File: src/rtl/fts_pkg.sv
package fts_pkg;

  localparam int NUM_STAGES = 4;
  localparam int INST_BYTES = 4;

  typedef enum logic [2:0] {
    ST_RUN     = 3'd0,
    ST_IDLE    = 3'd1,
    ST_SQUASH  = 3'd2,
    ST_BLOCK   = 3'd3,
    ST_WAIT    = 3'd4,
    ST_DONE    = 3'd5,
    ST_TRAP    = 3'd6,
    ST_QUIESCE = 3'd7
  } fstate_e;

  function automatic logic keeps_stage_busy(fstate_e s);
    return (s == ST_RUN) || (s == ST_SQUASH) || (s == ST_DONE);
  endfunction

endpackage

File: src/rtl/fts_stall_flags.sv
module fts_stall_flags #(
  parameter int NS = 4
) (
  input  logic          clk,
  input  logic          rst_n,
  input  logic [NS-1:0] blk,
  input  logic [NS-1:0] unblk,
  input  logic          ctx,
  output logic          stalled_d,
  output logic          misuse
);

  logic [NS-1:0] flags_q;
  logic [NS-1:0] flags_d;

  // a block pulse wins over a simultaneous unblock of the same stage
  assign flags_d   = blk | (flags_q & ~unblk);
  assign stalled_d = ctx | (|flags_d);
  assign misuse    = |(unblk & (~flags_q | blk));

  always_ff @(posedge clk) begin
    if (!rst_n) flags_q <= '0;
    else        flags_q <= flags_d;
  end

  assert_block_sets_R2: assert property (@(posedge clk) disable iff (!rst_n)
    (|blk) |=> ((flags_q & $past(blk)) == $past(blk)));

  assert_unblock_clears_R2: assert property (@(posedge clk) disable iff (!rst_n)
    (|(unblk & ~blk)) |=> ((flags_q & $past(unblk & ~blk)) == '0));

endmodule

File: src/rtl/fts_thread_ctrl.sv
module fts_thread_ctrl
  import fts_pkg::*;
#(
  parameter int          PC_W     = 32,
  parameter int          TAG_W    = 4,
  parameter logic [PC_W-1:0] RESET_PC = '0
) (
  input  logic             clk,
  input  logic             rst_n,
  input  logic             stalled,
  input  logic             cmt_sq,
  input  logic [PC_W-1:0]  cmt_tgt,
  input  logic             rob_sq,
  input  logic             dec_sq,
  input  logic [PC_W-1:0]  dec_tgt,
  input  logic             fetch_req,
  input  logic             fetch_slot,
  input  logic             resp_valid,
  input  logic [TAG_W-1:0] resp_tag,
  output fstate_e          state_q,
  output fstate_e          state_d,
  output logic [PC_W-1:0]  pc_q,
  output logic [PC_W-1:0]  npc_q,
  output logic [TAG_W-1:0] tag_q,
  output logic             resp_take,
  output logic             cmt_pulse_q,
  output logic             dec_pulse_q
);

  localparam logic [PC_W-1:0] STEP = PC_W'(INST_BYTES);

  logic            redirect;
  logic [PC_W-1:0] new_pc;
  logic            dec_fire;
  logic            tag_bump;

  // fixed priority ladder, first match wins
  always_comb begin
    state_d   = state_q;
    redirect  = 1'b0;
    new_pc    = cmt_tgt;
    dec_fire  = 1'b0;
    resp_take = 1'b0;
    tag_bump  = 1'b0;
    if (cmt_sq) begin
      state_d  = ST_SQUASH;
      redirect = 1'b1;
    end else if (rob_sq) begin
      state_d = ST_SQUASH;
    end else if (dec_sq && state_q != ST_SQUASH) begin
      state_d  = ST_SQUASH;
      redirect = 1'b1;
      new_pc   = dec_tgt;
      dec_fire = 1'b1;
    end else if (resp_valid && state_q == ST_WAIT && resp_tag == tag_q) begin
      resp_take = 1'b1;
      state_d   = stalled ? ST_BLOCK : ST_DONE;
    end else if (stalled && state_q != ST_WAIT) begin
      state_d = ST_BLOCK;
    end else if (state_q == ST_BLOCK || state_q == ST_SQUASH) begin
      state_d = ST_RUN;
    end else if (fetch_slot && state_q == ST_DONE) begin
      state_d = ST_RUN;
    end else if (fetch_req && state_q == ST_RUN) begin
      state_d  = ST_WAIT;
      tag_bump = 1'b1;
    end
  end

  always_ff @(posedge clk) begin
    if (!rst_n) begin
      state_q     <= ST_RUN;
      pc_q        <= RESET_PC;
      npc_q       <= RESET_PC + STEP;
      tag_q       <= '0;
      cmt_pulse_q <= 1'b0;
      dec_pulse_q <= 1'b0;
    end else begin
      state_q     <= state_d;
      cmt_pulse_q <= cmt_sq;
      dec_pulse_q <= dec_fire;
      if (redirect) begin
        pc_q  <= new_pc;
        npc_q <= new_pc + STEP;
      end
      if (tag_bump) tag_q <= tag_q + 1'b1;
    end
  end

  assert_commit_redirect_R3: assert property (@(posedge clk) disable iff (!rst_n)
    cmt_sq |=> (state_q == ST_SQUASH && pc_q == $past(cmt_tgt) && cmt_pulse_q));

  assert_rob_hold_R4: assert property (@(posedge clk) disable iff (!rst_n)
    (rob_sq && !cmt_sq) |=> (state_q == ST_SQUASH));

  assert_decode_ignored_R5: assert property (@(posedge clk) disable iff (!rst_n)
    (dec_sq && !cmt_sq && !rob_sq && state_q == ST_SQUASH) |=> (!dec_pulse_q && $stable(pc_q)));

  assert_wait_not_blocked_R6: assert property (@(posedge clk) disable iff (!rst_n)
    (state_q == ST_WAIT && !cmt_sq && !rob_sq && !dec_sq && !resp_valid) |=> (state_q == ST_WAIT));

  assert_tag_on_request_R8: assert property (@(posedge clk) disable iff (!rst_n)
    (tag_q != $past(tag_q)) |-> (state_q == ST_WAIT));

  assert_take_lands_R9: assert property (@(posedge clk) disable iff (!rst_n)
    resp_take |=> (state_q == ST_BLOCK || state_q == ST_DONE));

endmodule

File: src/rtl/fts_drop_count.sv
module fts_drop_count #(
  parameter int CNT_W = 8
) (
  input  logic             clk,
  input  logic             rst_n,
  input  logic             resp_valid,
  input  logic             any_take,
  output logic [CNT_W-1:0] cnt_q
);

  always_ff @(posedge clk) begin
    if (!rst_n)                       cnt_q <= '0;
    else if (resp_valid && !any_take) cnt_q <= cnt_q + 1'b1;
  end

  assert_drop_step_R10: assert property (@(posedge clk) disable iff (!rst_n)
    (resp_valid && !any_take) |=> (cnt_q == $past(cnt_q) + 1'b1));

  assert_drop_hold_R10: assert property (@(posedge clk) disable iff (!rst_n)
    !(resp_valid && !any_take) |=> $stable(cnt_q));

endmodule

File: src/rtl/fetch_thread_status.sv
module fetch_thread_status
  import fts_pkg::*;
#(
  parameter int              NT       = 2,
  parameter int              PC_W     = 32,
  parameter int              TAG_W    = 4,
  parameter int              CNT_W    = 8,
  parameter logic [PC_W-1:0] RESET_PC = '0,
  localparam int             NS       = NUM_STAGES,
  localparam int             TID_W    = (NT > 1) ? $clog2(NT) : 1
) (
  input  logic                clk,
  input  logic                rst_n,
  input  logic [NT-1:0]       thread_active_i,
  input  logic                ctx_switch_i,
  input  logic [NT*NS-1:0]    stage_block_i,
  input  logic [NT*NS-1:0]    stage_unblock_i,
  input  logic [NT-1:0]       commit_squash_i,
  input  logic [NT*PC_W-1:0]  commit_target_i,
  input  logic [NT-1:0]       rob_squashing_i,
  input  logic [NT-1:0]       decode_squash_i,
  input  logic [NT*PC_W-1:0]  decode_target_i,
  input  logic [NT-1:0]       fetch_req_i,
  input  logic [NT-1:0]       fetch_slot_i,
  input  logic                resp_valid_i,
  output logic                resp_ready_o,
  input  logic [TID_W-1:0]    resp_tid_i,
  input  logic [TAG_W-1:0]    resp_tag_i,
  output logic [NT*3-1:0]     thread_state_o,
  output logic [NT*PC_W-1:0]  pc_o,
  output logic [NT*PC_W-1:0]  next_pc_o,
  output logic [NT*TAG_W-1:0] req_tag_o,
  output logic [NT-1:0]       commit_flush_o,
  output logic [NT-1:0]       decode_flush_o,
  output logic                stage_active_o,
  output logic                activity_notify_o,
  output logic [CNT_W-1:0]    dropped_resp_o,
  output logic                protocol_err_o
);

  fstate_e        st_q [NT];
  fstate_e        st_d [NT];
  logic [NT-1:0]  stalled;
  logic [NT-1:0]  misuse;
  logic [NT-1:0]  take;
  logic           busy_d;

  // responses are never back-pressured
  assign resp_ready_o = 1'b1;

  for (genvar t = 0; t < NT; t++) begin : g_thr
    logic resp_mine;
    assign resp_mine = resp_valid_i && (resp_tid_i == TID_W'(t));

    fts_stall_flags #(.NS(NS)) u_flags (
      .clk       (clk),
      .rst_n     (rst_n),
      .blk       (stage_block_i[t*NS +: NS]),
      .unblk     (stage_unblock_i[t*NS +: NS]),
      .ctx       (ctx_switch_i),
      .stalled_d (stalled[t]),
      .misuse    (misuse[t])
    );

    fts_thread_ctrl #(.PC_W(PC_W), .TAG_W(TAG_W), .RESET_PC(RESET_PC)) u_ctrl (
      .clk         (clk),
      .rst_n       (rst_n),
      .stalled     (stalled[t]),
      .cmt_sq      (commit_squash_i[t]),
      .cmt_tgt     (commit_target_i[t*PC_W +: PC_W]),
      .rob_sq      (rob_squashing_i[t]),
      .dec_sq      (decode_squash_i[t]),
      .dec_tgt     (decode_target_i[t*PC_W +: PC_W]),
      .fetch_req   (fetch_req_i[t]),
      .fetch_slot  (fetch_slot_i[t]),
      .resp_valid  (resp_mine),
      .resp_tag    (resp_tag_i),
      .state_q     (st_q[t]),
      .state_d     (st_d[t]),
      .pc_q        (pc_o[t*PC_W +: PC_W]),
      .npc_q       (next_pc_o[t*PC_W +: PC_W]),
      .tag_q       (req_tag_o[t*TAG_W +: TAG_W]),
      .resp_take   (take[t]),
      .cmt_pulse_q (commit_flush_o[t]),
      .dec_pulse_q (decode_flush_o[t])
    );

    assign thread_state_o[t*3 +: 3] = st_q[t];
  end

  fts_drop_count #(.CNT_W(CNT_W)) u_drop (
    .clk        (clk),
    .rst_n      (rst_n),
    .resp_valid (resp_valid_i),
    .any_take   (|take),
    .cnt_q      (dropped_resp_o)
  );

  always_comb begin
    busy_d = 1'b0;
    for (int t = 0; t < NT; t++) begin
      if (thread_active_i[t] && keeps_stage_busy(st_d[t])) busy_d = 1'b1;
    end
  end

  always_ff @(posedge clk) begin
    if (!rst_n) begin
      stage_active_o    <= 1'b0;
      activity_notify_o <= 1'b0;
      protocol_err_o    <= 1'b0;
    end else begin
      stage_active_o    <= busy_d;
      activity_notify_o <= busy_d ^ stage_active_o;
      protocol_err_o    <= |misuse;
    end
  end

  assert_notify_on_edge_R11: assert property (@(posedge clk) disable iff (!rst_n)
    activity_notify_o |-> (stage_active_o != $past(stage_active_o)));

  assert_one_taker_R9: assert property (@(posedge clk) disable iff (!rst_n)
    $onehot0(take));

endmodule

File: config.mk
export PLATFORM = sky130hd
export DESIGN_NAME = fetch_thread_status
export DESIGN_NICKNAME = d
export VERILOG_FILES = /design/src/rtl/fts_pkg.sv /design/src/rtl/fts_stall_flags.sv /design/src/rtl/fts_thread_ctrl.sv /design/src/rtl/fts_drop_count.sv /design/src/rtl/fetch_thread_status.sv
export SDC_FILE = /design/constraint.sdc
export NUM_CORES = 1
export LEC_CHECK = 0
export BUFFER_PORTS_ARGS = -buffer_cell sky130_fd_sc_hd__buf_4
export CAP_MARGIN = 20
export CORE_MARGIN = 2
export CORE_UTILIZATION = 30
export DETAILED_ROUTE_END_ITERATION = 10
export GPL_ROUTABILITY_DRIVEN = 0
export PLACE_DENSITY_LB_ADDON = 0.2
export SLEW_MARGIN = 10
export SYNTH_ARGS = -nofsm -noshare
export SYNTH_HDL_FRONTEND = slang
export SYNTH_HIERARCHICAL = 1
export SYNTH_SLANG_ARGS = --single-unit
export TNS_END_PERCENT = 10
File: constraint.sdc
create_clock -name clk -period 8.3 [get_ports clk]
set_input_delay 0.415 -clock clk [delete_from_list [all_inputs] [get_ports clk]]
set_output_delay 0.415 -clock clk [all_outputs]
set_load 0.02 [all_outputs]
## Word-level counts from Yosys, hierarchy flattened

Index checks and enable logic that the tools add are counted.
W data, S select, Z words.

- Output and inout port bits: 158
- Logic and storage cells: 148
- Flip-flop bits (word level): 165
- Bits of input ports: 165

- Eq/ne operators: 18
- Reduce and logical (&&, ||, !) cells: 34
- $add $sub $neg: 5
- Bitwise gates (word level): 17
- Mux-type cells: 56

Operators with widths:

| kind | count |
|---|---|
| $mux W32 | 6 |
| $add A32 B3 Y32 const B | 2 |
| $mux W3 | 18 |
| $mux W1 | 32 |
| $eq A3 B2 Y1 const B | 6 |
| $eq A3 B3 Y1 const B | 6 |
| $logic_and A1 B1 Y1 | 17 |
| $and A4 B4 Y4 | 4 |
| $not A4 Y4 | 4 |
| $or A4 B4 Y4 | 4 |
| $logic_not A3 Y1 | 4 |
| $add A4 B1 Y4 const B | 2 |
| $add A8 B1 Y8 const B | 1 |
| $eq A4 B4 Y1 | 2 |
| $reduce_or A4 Y1 | 2 |
| $reduce_or A8 Y1 | 1 |
| $logic_or A1 B1 Y1 | 6 |
| $ne A3 B2 Y1 const B | 2 |
| $ne A3 B3 Y1 const B | 2 |
| $reduce_or A2 Y1 | 3 |
| $not A1 Y1 | 2 |
| $or A1 B1 Y1 | 2 |
| $logic_not A1 Y1 | 1 |
| $xor A1 B1 Y1 | 1 |

## Longest topological paths before layout

Gate-level depths: netlist of run 1.

- Word-level depth: 18
- Mapped depth: 16
- Depth with buffers taken out: 11

## Modules after synthesis

The synthesis of run 1 kept the hierarchy.

By module, submodules not included:

| module | area each (µm²) | times used | cells an instance | seq. area each (µm²) |
|---|---|---|---|---|
| fts_thread_ctrl at g_thr[0].u_ctrl | 4195.3 | 1 | 496 | 1421.4 |
| fts_thread_ctrl at g_thr[1].u_ctrl | 4155.2 | 1 | 527 | 1421.4 |
| fts_stall_flags | 211.5 | 2 | 26 | 80.1 |
| fts_drop_count | 361.6 | 1 | 39 | 160.2 |
| fetch_thread_status | 161.4 | 1 | 18 | 60.1 |

## Least setup slack after synthesis of run 1

Ideal clock, no wire load.

- Kind: input-to-reg
- Start point: input port rob_squashing_i[1]
- End point: register g_thr[1].u_ctrl.npc_q[30]
- Setup slack: 4.965 ns
- Path buffers: 5
- Data required time: 8.166 ns
- Cell stages on the path: 16
- Library setup time: 0.134 ns
- Arrival time: 3.201 ns
- Path through: or3b_1 > buf_6 > nor2_4 > buf_6 > buf_8 > buf_4 > buf_2 > nand2_1 > nand2_1 > ha_1 > inv_1 > nor4_1 > nand2_1 > o21ai_0 > mux2i_1 > o211ai_1

- Longest elaborated chain between the ends: 3
- Elaborated cells between the ends (all ways): 5
- Those cells by class: add/sub: 1; mux: 4

Ends and longest elaborated chain:

| element | RTL line | source |
|---|---|---|
| start, declared | fetch_thread_status.sv:20 | `input logic [NT-1:0] rob_squashing_i,` |
| $mux W32 | fts_thread_ctrl.sv:48 | `end else if (rob_sq) begin` |
| $mux W32 | fts_thread_ctrl.sv:45 | `if (cmt_sq) begin` |
| net g_thr[1].u_ctrl.new_pc[3] | fts_thread_ctrl.sv:33 | `logic [PC_W-1:0] new_pc;` |
| $add A32 B3 Y32 | fts_thread_ctrl.sv:84 | `npc_q <= new_pc + STEP;` |
| end signal, assigned | fts_thread_ctrl.sv:74 | `npc_q <= RESET_PC + STEP;` |
| end signal, assigned | fts_thread_ctrl.sv:84 |  |
| end, declared | fts_thread_ctrl.sv:23 | `output logic [PC_W-1:0] npc_q,` |

The timed path passes the listed nets, and every way through them passes these cells.
A chain may end at the register's enable or synchronous reset.

## Final worst setup path of run 1

- Start point: register g_thr[1].u_ctrl.state_q[1]
- End point: register g_thr[1].u_ctrl.npc_q[28]

- Longest elaborated chain between the ends: 6
- Elaborated cells between the ends (all ways): 9
- Those cells by class: add/sub: 1; eq/ne: 1; mux: 6; reduce/logical: 1

Ends and longest elaborated chain:

| element | RTL line | source |
|---|---|---|
| start, declared | fts_thread_ctrl.sv:20 | `output fstate_e state_q,` |
| start signal, assigned | fts_thread_ctrl.sv:79 | `state_q <= state_d;` |
| $ne A3 B2 Y1 | fts_thread_ctrl.sv:50 | `end else if (dec_sq && state_q != ST_SQUASH) begin` |
| $logic_and A1 B1 Y1 | fts_thread_ctrl.sv:50 |  |
| $mux W32 | fts_thread_ctrl.sv:50 |  |
| $mux W32 | fts_thread_ctrl.sv:48 |  |
| $mux W32 | fts_thread_ctrl.sv:45 |  |
| net g_thr[1].u_ctrl.new_pc[2] | fts_thread_ctrl.sv:33 |  |
| $add A32 B3 Y32 | fts_thread_ctrl.sv:84 |  |

The timed path passes the listed nets, and every way through them passes these cells.

==> results.md, run 1 <==
- Total Power: 0.002141 W
- Share of layout cells above drive strength 1: between 20% and 30%
- Final Max Tran Viols: 0
- Critical path capture point: g_thr[1].u_ctrl/npc_q[28]$_SDFFE_PN0P_
- Syn avg cell area: 8.212 um^2
- Crit start category: flop
- Clock power share: 38.1%
- TritonCTS clock tree: done
- Reg power frac: between 40% and 50%
- Total Neg Setup Slack: 0 ns
- Nets: 1,579
- Clock Latency Late Sink: between 0.4 and 0.5 ns
- Mapped Area: ~9300 um^2
- N_diodes: 0
- P_leak: 5.477 nW
- Reg clk slew, reported paths: 0.07 ns
- Switching Share: between 20 and 30%
- Vias/cell: ~5.2
- FF+latch count, synth: 161
- Hold-fix buffers, CTS: 0
- Final instance area: approximately 12,000 um^2
- Wire length per cell: between 15 and 20 um
- RSZ-0062 raised after global routing: false
- Die ar.: 32,410 um^2
- Worst Path Max Fanout: 10
- Clock root buffer: clkbuf_16
- Worst Path Arrival: around 4 ns
- Max-cap viol count: 0
- Residual DRC: 0
- Syn Inst Count: approximately 1,100
- Post CTS Setup Buffer Count: 0
- Worst R2R Start: g_thr[1].u_ctrl/state_q[1]$_SDFF_PN0_
- Cell area power density: roughly 170 nW/um^2
- Total track usage: between 20% and 30%
- Skew final: 0.008556 ns
- Distinct cells, synth: 84
- P_int: ~0.0015 W
- Initial drt markers: 533
- Syn_nets: between 1,000 and 1,500
- Hold-critical path depth: 2
- Crit path largest cell delay: between 0.8 and 0.9 ns
- Routed Wire Length: 33,450 um
- Vias in the first global route: a little over 9,000
- Gate power share: 21.7%
- DRT Pass-1 Iters: 5
- Largest net degree at the start of global routing: 86
- CP required: 8.63 ns
- Total gr overflow: 0
- Top FF cell, synth: dfxtp_1
- Number of H-tree levels: 4
- Critical Path End Type: flop
- Synth top area share: a little over a third
- ANT nets after route: 0
- Register area share after synthesis: a little over a third
- PostCTS Resize Cnt: 0
- Register-to-register setup slack: roughly 4.6 ns
- Psw: 0.0006323 W
- Fillers: ~3,200
- Async set-reset flop share out of synthesis: 0%
- Peak Freq: approximately 0.27 GHz
- Final min period: ~3.7 ns
- Cell Chain, Critical Path: nor3b_4 > nor2_4 > mux2_2 > ha_1 > inv_1 > nor4_1 > nand2_1 > o32ai_1 > mux2i_1 > nand3_1
- Final Setup Violations: 0
- Synth area leader: dfxtp_1
- Initial core utilization: between 30 and 40%
- Synth top area cells: dfxtp_1 35%, mux2i_1 6.0%, nand2_1 5.4%, nand3_1 4.4%, nor2_1 4.0%
- Global-route wire length before repair: approximately 52,000 um
- R2R cell count: 10
- Crit path launch: g_thr[1].u_ctrl/state_q[1]$_SDFF_PN0_
- I/O pin count: roughly 320
- DP Area: roughly 12,000 um^2
- Post-DP HPWL: 25,310 um
- VDD IR-drop max: 0.0001319 V
- Register area: around 3200 um^2
- Post-synth EDFFs: 0
- Synth-to-Final Area Change: 34.35%
- Multi-input combinational cell area: ~5600 um^2
- Slew HR: 38.33%
- Setup CP Type: flop to flop
- TritonCTS buffer count: 17
- Die Ht: 180.0 um
- Fin. Hold Viols: 0
- Clock Sinks: approximately 160
- Deepest clock path buffer count: 2
- Synth Warn #: 6
- Antenna violations before repair: 0
- HP Class: input pin to flop
- Status: completed
- Slew @ Worst Pin: between 0.9 and 1 ns
- # port buffers: between 300 and 400
- Reg2reg end: g_thr[1].u_ctrl/npc_q[28]$_SDFFE_PN0P_
- Via count: around 9,500
- Slowest CP cell: nor4_1
- Fin crit share: between 40% and 50%
- Core Region: 30,590 um^2
- Site row count: 64
- Die W: between 150 and 200 um
[final cells by class]
cell class	instances	share of cell area, %
Timing Repair Buffer	329	19.78
Clock buffer	21	3.687
Sequential cell	161	25.81
Multi-Input combinational cell	867	44.69
Clock inverter	10	1.082
Tap cell	396	3.967
Inverter	33	0.9918
[sequential cells by signal (all words and copies together) (netlist names), 2 cells and up]
register	count
g_thr.u_ctrl/pc_q	64
g_thr.u_flags/flags_q	8
g_thr.u_ctrl/dec_pulse_q	2
g_thr.u_ctrl/state_q	6
g_thr.u_ctrl/tag_q	8
g_thr.u_ctrl/cmt_pulse_q	2
u_drop/cnt_q	8
g_thr.u_ctrl/npc_q	60
[Yosys cell counts, drive strengths merged, types with 30 or more instances]
master	number
a21oi	39
buf	30
clkbuf	41
dfxtp	161
inv	33
mux2i	58
nand2	135
nand3	83
nand4	45
nor2	102
o211a	31
o21ai	64
[power groups by stage]
stage	clock, W	combinational (W)	sequential [W]
4_1_cts	0.000847	0.000466	0.000861
2_1_floorplan	0	0.000178	0.000936
3_3_place_gp	0	0.000463	0.000877
5_1_grt	0.000874	0.000501	0.000868
6_report	0.000815	0.000465	0.000861
3_5_place_dp	0	0.000465	0.000878
[critical path: cells and delay by family, from the launching register on]
kind | cells | cell delay (ns)
AOI/OAI and AO/OA | 1 | 0.31
muxes | 2 | 0.51
DFF | 1 | 0.45
and+or+nand+nor | 5 | 1.93
adders and majority gates | 1 | 0.25
buffers and inverters | 1 | 0.11
[stage by stage]
stage	setup slack, ns	hold WS, ns	util [%]	std cells
floorplan	4.965	0.4867	-	1132
global placement	4.714	0.4335	38.88	1786
detailed placement	4.582	0.4386	38.88	1786
CTS	4.688	0.1869	40.83	1817
global route	4.328	0.2047	40.83	1817
finish	4.640	0.2186	40.83	1817
[cells in the final DEF (no fill, tap or decap), types with 6 or more instances in the layout]
master     synthesis  final
buf_4              9    329
nor4_1            10     10
nor2b_1           14     14
and3_1            21     21
nand2_1          134    134
and2_1            21     21
clkbuf_16          0     17
o21ai_1           15     15
xnor2_1           28     28
o211a_1           31     31
a31oi_1           11     11
xor2_1            27     27
o21a_1             8      8
nand4_1           45     45
o211ai_1           9      9
nor3_1            24     24
a311oi_1           8      8
or4_1              6      6
a21oi_1           34     34
or3_1              7      7
mux2i_1           56     56
o21ai_0           48     48
a211oi_1          22     22
inv_1             33     32
nor2_1           100     98
nand3_1           81     81
dfxtp_1          161    161
[routing by layer]
| metal | track usage [%] | share of wire, % |
|---|---|---|
| met1 | 24.96 | 43 |
| met3 | 6.811 | 8.1 |
| met4 | 7.613 | 2.9 |
| met5 | 0 | 0 |
| met2 | 32.38 | 46 |
[logic make-up (layout without fill, tap and decap cells)]
group	Yosys count	after routing	synth area share, %
adders and majority gates	5	5	0.6729
other	1	1	0.04034
DFF	161	161	34.67
AOI/OAI and AO/OA	234	234	18.45
buffers and inverters	104	393	5.612
and+or+nand+nor	511	511	28.68
xor gates and xnor gates	55	55	5.182
muxes	61	61	6.689
[how the worst min path moves through the flow]
stage	from	end	slack, ns
after floorplan	g_thr[0].u_flags/flags_q[0]$_SDFF_PN0_	g_thr[0].u_flags/flags_q[0]$_SDFF_PN0_	0.49
after global placement	g_thr[1].u_ctrl/npc_q[2]$_SDFFE_PN1P_	g_thr[1].u_ctrl/npc_q[2]$_SDFFE_PN1P_	0.43
after detailed placement	g_thr[1].u_ctrl/npc_q[2]$_SDFFE_PN1P_	g_thr[1].u_ctrl/npc_q[2]$_SDFFE_PN1P_	0.44
after CTS	stage_block_i[3]	g_thr[0].u_flags/flags_q[3]$_SDFF_PN0_	0.19
after global routing	stage_block_i[7]	g_thr[1].u_flags/flags_q[3]$_SDFF_PN0_	0.20
final	stage_block_i[3]	g_thr[0].u_flags/flags_q[3]$_SDFF_PN0_	0.22
No activity file was read; power rests on OpenSTA's default activity.
==> inputs of run 2 (changes only) <==
--- a/config.mk
+++ b/config.mk
@@ -5,6 +5,7 @@
 export SDC_FILE = /design/constraint.sdc
 export NUM_CORES = 1
 export LEC_CHECK = 0
+export ABC_AREA = 1
 export BUFFER_PORTS_ARGS = -buffer_cell sky130_fd_sc_hd__buf_4
 export CAP_MARGIN = 20
 export CORE_MARGIN = 2
==> constraint.sdc (replaced) <==
create_clock -name clk -period 3.4 [get_ports clk]
set_input_delay 0.17 -clock clk [delete_from_list [all_inputs] [get_ports clk]]
set_output_delay 0.17 -clock clk [all_outputs]
set_load 0.02 [all_outputs]
==> run 2 against run 1 <==
Core utilization decreased by 0.13 points. Clock power increased by 140%. Sequential power increased by 140%. Critical path type unchanged. Global-route usage decreased by 0.68 points. Final cell count increased by 19%. Sequential share of layout area decreased by 0.65 points. Largest power group unchanged. Setup slack got worse by 3.9 ns. Register-to-register slack got worse by 3.9 ns. Count of clock-buffer cells in the layout decreased by 3. Routed wire length decreased by 0.97%. Hold slack got worse by 0.19 ns. First-iteration DRC count increased by 14%.
==> results.md, run 2 <==
- Status: completed
- Total track usage: between 10% and 20%
- N_diodes: 0
- VDD IR-drop max: around 0.00032 V
- Total Neg Setup Slack: 0 ns
- Top flop regs: g_thr.u_ctrl/pc_q (64), g_thr.u_ctrl/npc_q (60)
- Max reg flops: 64
- Syn_nets: 1,632
- Clock power share: 36.9%
- Deepest clock path buffer count: 2
- Final min period: 2.643 ns
- Global-route wire length before repair: approximately 52,000 um
- PostCTS Resize Cnt: 0
- Core Util, Final: between 40% and 50%
- Commonest non-fill, non-tap cell in the layout: nand2_1
- Vias/cell: roughly 4.7
- Most common cell in the netlist: nand2_1
- FF+latch count, synth: 161
- Setup CP Type: flop to flop
- I/O pin count: around 320
- Crit path largest cell delay: around 0.44 ns
- Async set-reset flop share out of synthesis: 0%
- TritonCTS buffer count: 17
- Vias in the first global route: between 9,000 and 10,000
- Synth top area share: about 34%
- Initial drt markers: ~600
- RSZ-0062 raised after global routing: false
- CP required: 3.71 ns
- Top cells by count, synth: 394 x nand2_1, 181 x nor2_1, 161 x dfxtp_1, 152 x inv_1, 88 x o21ai_0
- Most used cell along the critical path: nand2_1
- Die ar.: 33,270 um^2
- Slew HR: 39.88%
- Max-cap viol count: 0
- Register area share after synthesis: 33.76%
- Distinct cells, synth: 47
- Core Region: 31,470 um^2
- Die Ht: 182.4 um
- Die W: roughly 180 um
- Post-DP HPWL: about 25,000 um
- Reg clk slew, reported paths: roughly 0.07 ns
- Top FF cell, synth: dfxtp_1
- Final Non-Filler Cells: 2,170
- Site row count: between 60 and 70
- Final Max Tran Viols: 0
- Worst Path Arrival: approximately 3.0 ns
- Via count: slightly above 10,000
- Synth Warn #: 6
- Post-synth EDFFs: 0
- Routed Wire Length: roughly 33,000 um
- HP Class: input pin to flop
- # port buffers: 321
- Number of H-tree levels: 4
- DRT Pass-1 Iters: 6
- Total gr overflow: 0
- P_leak: between 6 and 7 nW
- Skew final: ~0.014 ns
- Commonest cells after routing, fill and taps aside: 393 x nand2_1, 330 x buf_4, 181 x nor2_1
- Critical Path End Type: flop
- Syn avg cell area: roughly 6.5 um^2
- Post-placement cell count: roughly 2,100
- Synth-to-Final Area Change: 34.16%
- Fin crit share: around 78%
- Switching Share: between 30% and 40%
- Cell Chain, Critical Path: inv_2 > nand3_4 > buf_4 > nand4_1 > nand2_1 > ha_1 > nand3_1 > nor2_1 > nand2_1 > nor2_2 > nand2_2 > nor2_2 > nand2_1 > nand2_1 > nor2_1
- Mapped Area: about 9500 um^2
- Psw: approximately 0.0017 W
- Peak Freq: approximately 0.38 GHz
- Reg power frac: approximately 40%
- Crit start category: flop
- Nets: ~1,900
- ANT nets after route: 0
- Largest register by flop count: g_thr.u_ctrl/pc_q
- Syn Inst Count: roughly 1,500
- Initial core utilization: a little under a third
- Fin. Hold Viols: 0
- Cell area power density: around 410 nW/um^2
- Synth top area cells: dfxtp_1 34%, nand2_1 15%, nor2_1 7.1%, inv_1 6.0%, o21ai_0 4.6%
- Gate power share: roughly 23%
- Worst Path Max Fanout: 28
- Residual DRC: 0
- Largest net degree at the start of global routing: 71
- Clock root buffer: clkbuf_16
- Share of layout cells above drive strength 1: 28.05%
- Final Hold Slack: between 0.02 and 0.03 ns
- P_int: between 0.003 and 0.004 W
- TritonCTS clock tree: done
- Clock Latency Late Sink: between 0.4 and 0.5 ns
- Final Setup Violations: 0
- Wire length per cell: between 15 and 20 um
- Synth area leader: dfxtp_1
- Antenna violations before repair: 0
- Clock Sinks: around 160
- Slew @ Worst Pin: about 0.9 ns
- Slowest CP cell: dfxtp_1
## run 2: cell type report
type	count	area [um^2]
Tap cell	402	503.0
Multi-Input combinational cell	1062	5254
Inverter	172	649.4
Sequential cell	161	3223
Fill cell	3341	18660
Clock inverter	14	143.9
Timing Repair Buffer	341	2608
Clock buffer	18	429.2
## run 2: path summary, 6_finish.rpt
kind | startpoint | to | slack (ns) | cells past startpoint
setup / recovery | g_thr[1].u_ctrl/state_q[2]$_SDFF_PN0_ | g_thr[1].u_ctrl/npc_q[26]$_SDFFE_PN0P_ | 0.76 | 15
hold / removal | stage_unblock_i[1] | g_thr[0].u_flags/flags_q[1]$_SDFF_PN0_ | 0.03 | 4
setup reg to reg | g_thr[1].u_ctrl/state_q[2]$_SDFF_PN0_ | g_thr[1].u_ctrl/npc_q[26]$_SDFFE_PN0P_ | 0.76 | 15
hold reg to reg | g_thr[0].u_ctrl/pc_q[2]$_SDFFE_PN0P_ | g_thr[0].u_ctrl/pc_q[2]$_SDFFE_PN0P_ | 0.47 | 2
## run 2: repair_timing
action | CTS | global route
hold buffers | 9 | 0
hold endpoints to repair | 8 | 0
buffers inserted | 0 | 0
## run 2: through the flow
step	setup slack, ns	power (W)	cell area, um^2
floorplan	1.267	0.002811	9548
global placement	0.8900	0.003316	12130
detailed placement	0.7684	0.003319	12130
CTS	0.7458	0.005283	12790
global route	0.4242	0.005477	12810
finish	0.7569	0.005212	12810
## run 2: cell families after synthesis
logic type,synth area share (%)
AO/OA/AOI/OAI,11.44
XOR/XNOR,0.4586
adder cells (fa/ha/maj),0.6552
buffers and inverters,11.24
flip-flops,33.76
multiplexers,0.4194
other,0.03928
AND/OR/NAND/NOR,41.99
## run 2: power by group through the flow
stage | registers, W | clock network [W] | logic (W)
finish | 0.00209 | 0.00193 | 0.00119
global route | 0.00211 | 0.00206 | 0.00131
CTS | 0.00210 | 0.00199 | 0.00120
detailed placement | 0.00214 | 0 | 0.00118
global placement | 0.00214 | 0 | 0.00118
floorplan | 0.00226 | 0 | 0.000547
## run 2: metal layers
layer	global-route usage (%)	share of wire [%]	wire length [um]
met2	32.89	47	15440
met1	25.34	46	15370
met4	4.613	1.2	413
met3	4.211	5.8	1912
met5	0	0	0
## run 2: critical path: cells and delay by family (launching register included)
family,cells,cell delay [ns]
adders and majority gates,1,0.24
buffers and inverters,2,0.40
DFF,1,0.44
and+or+nand+nor,12,1.45
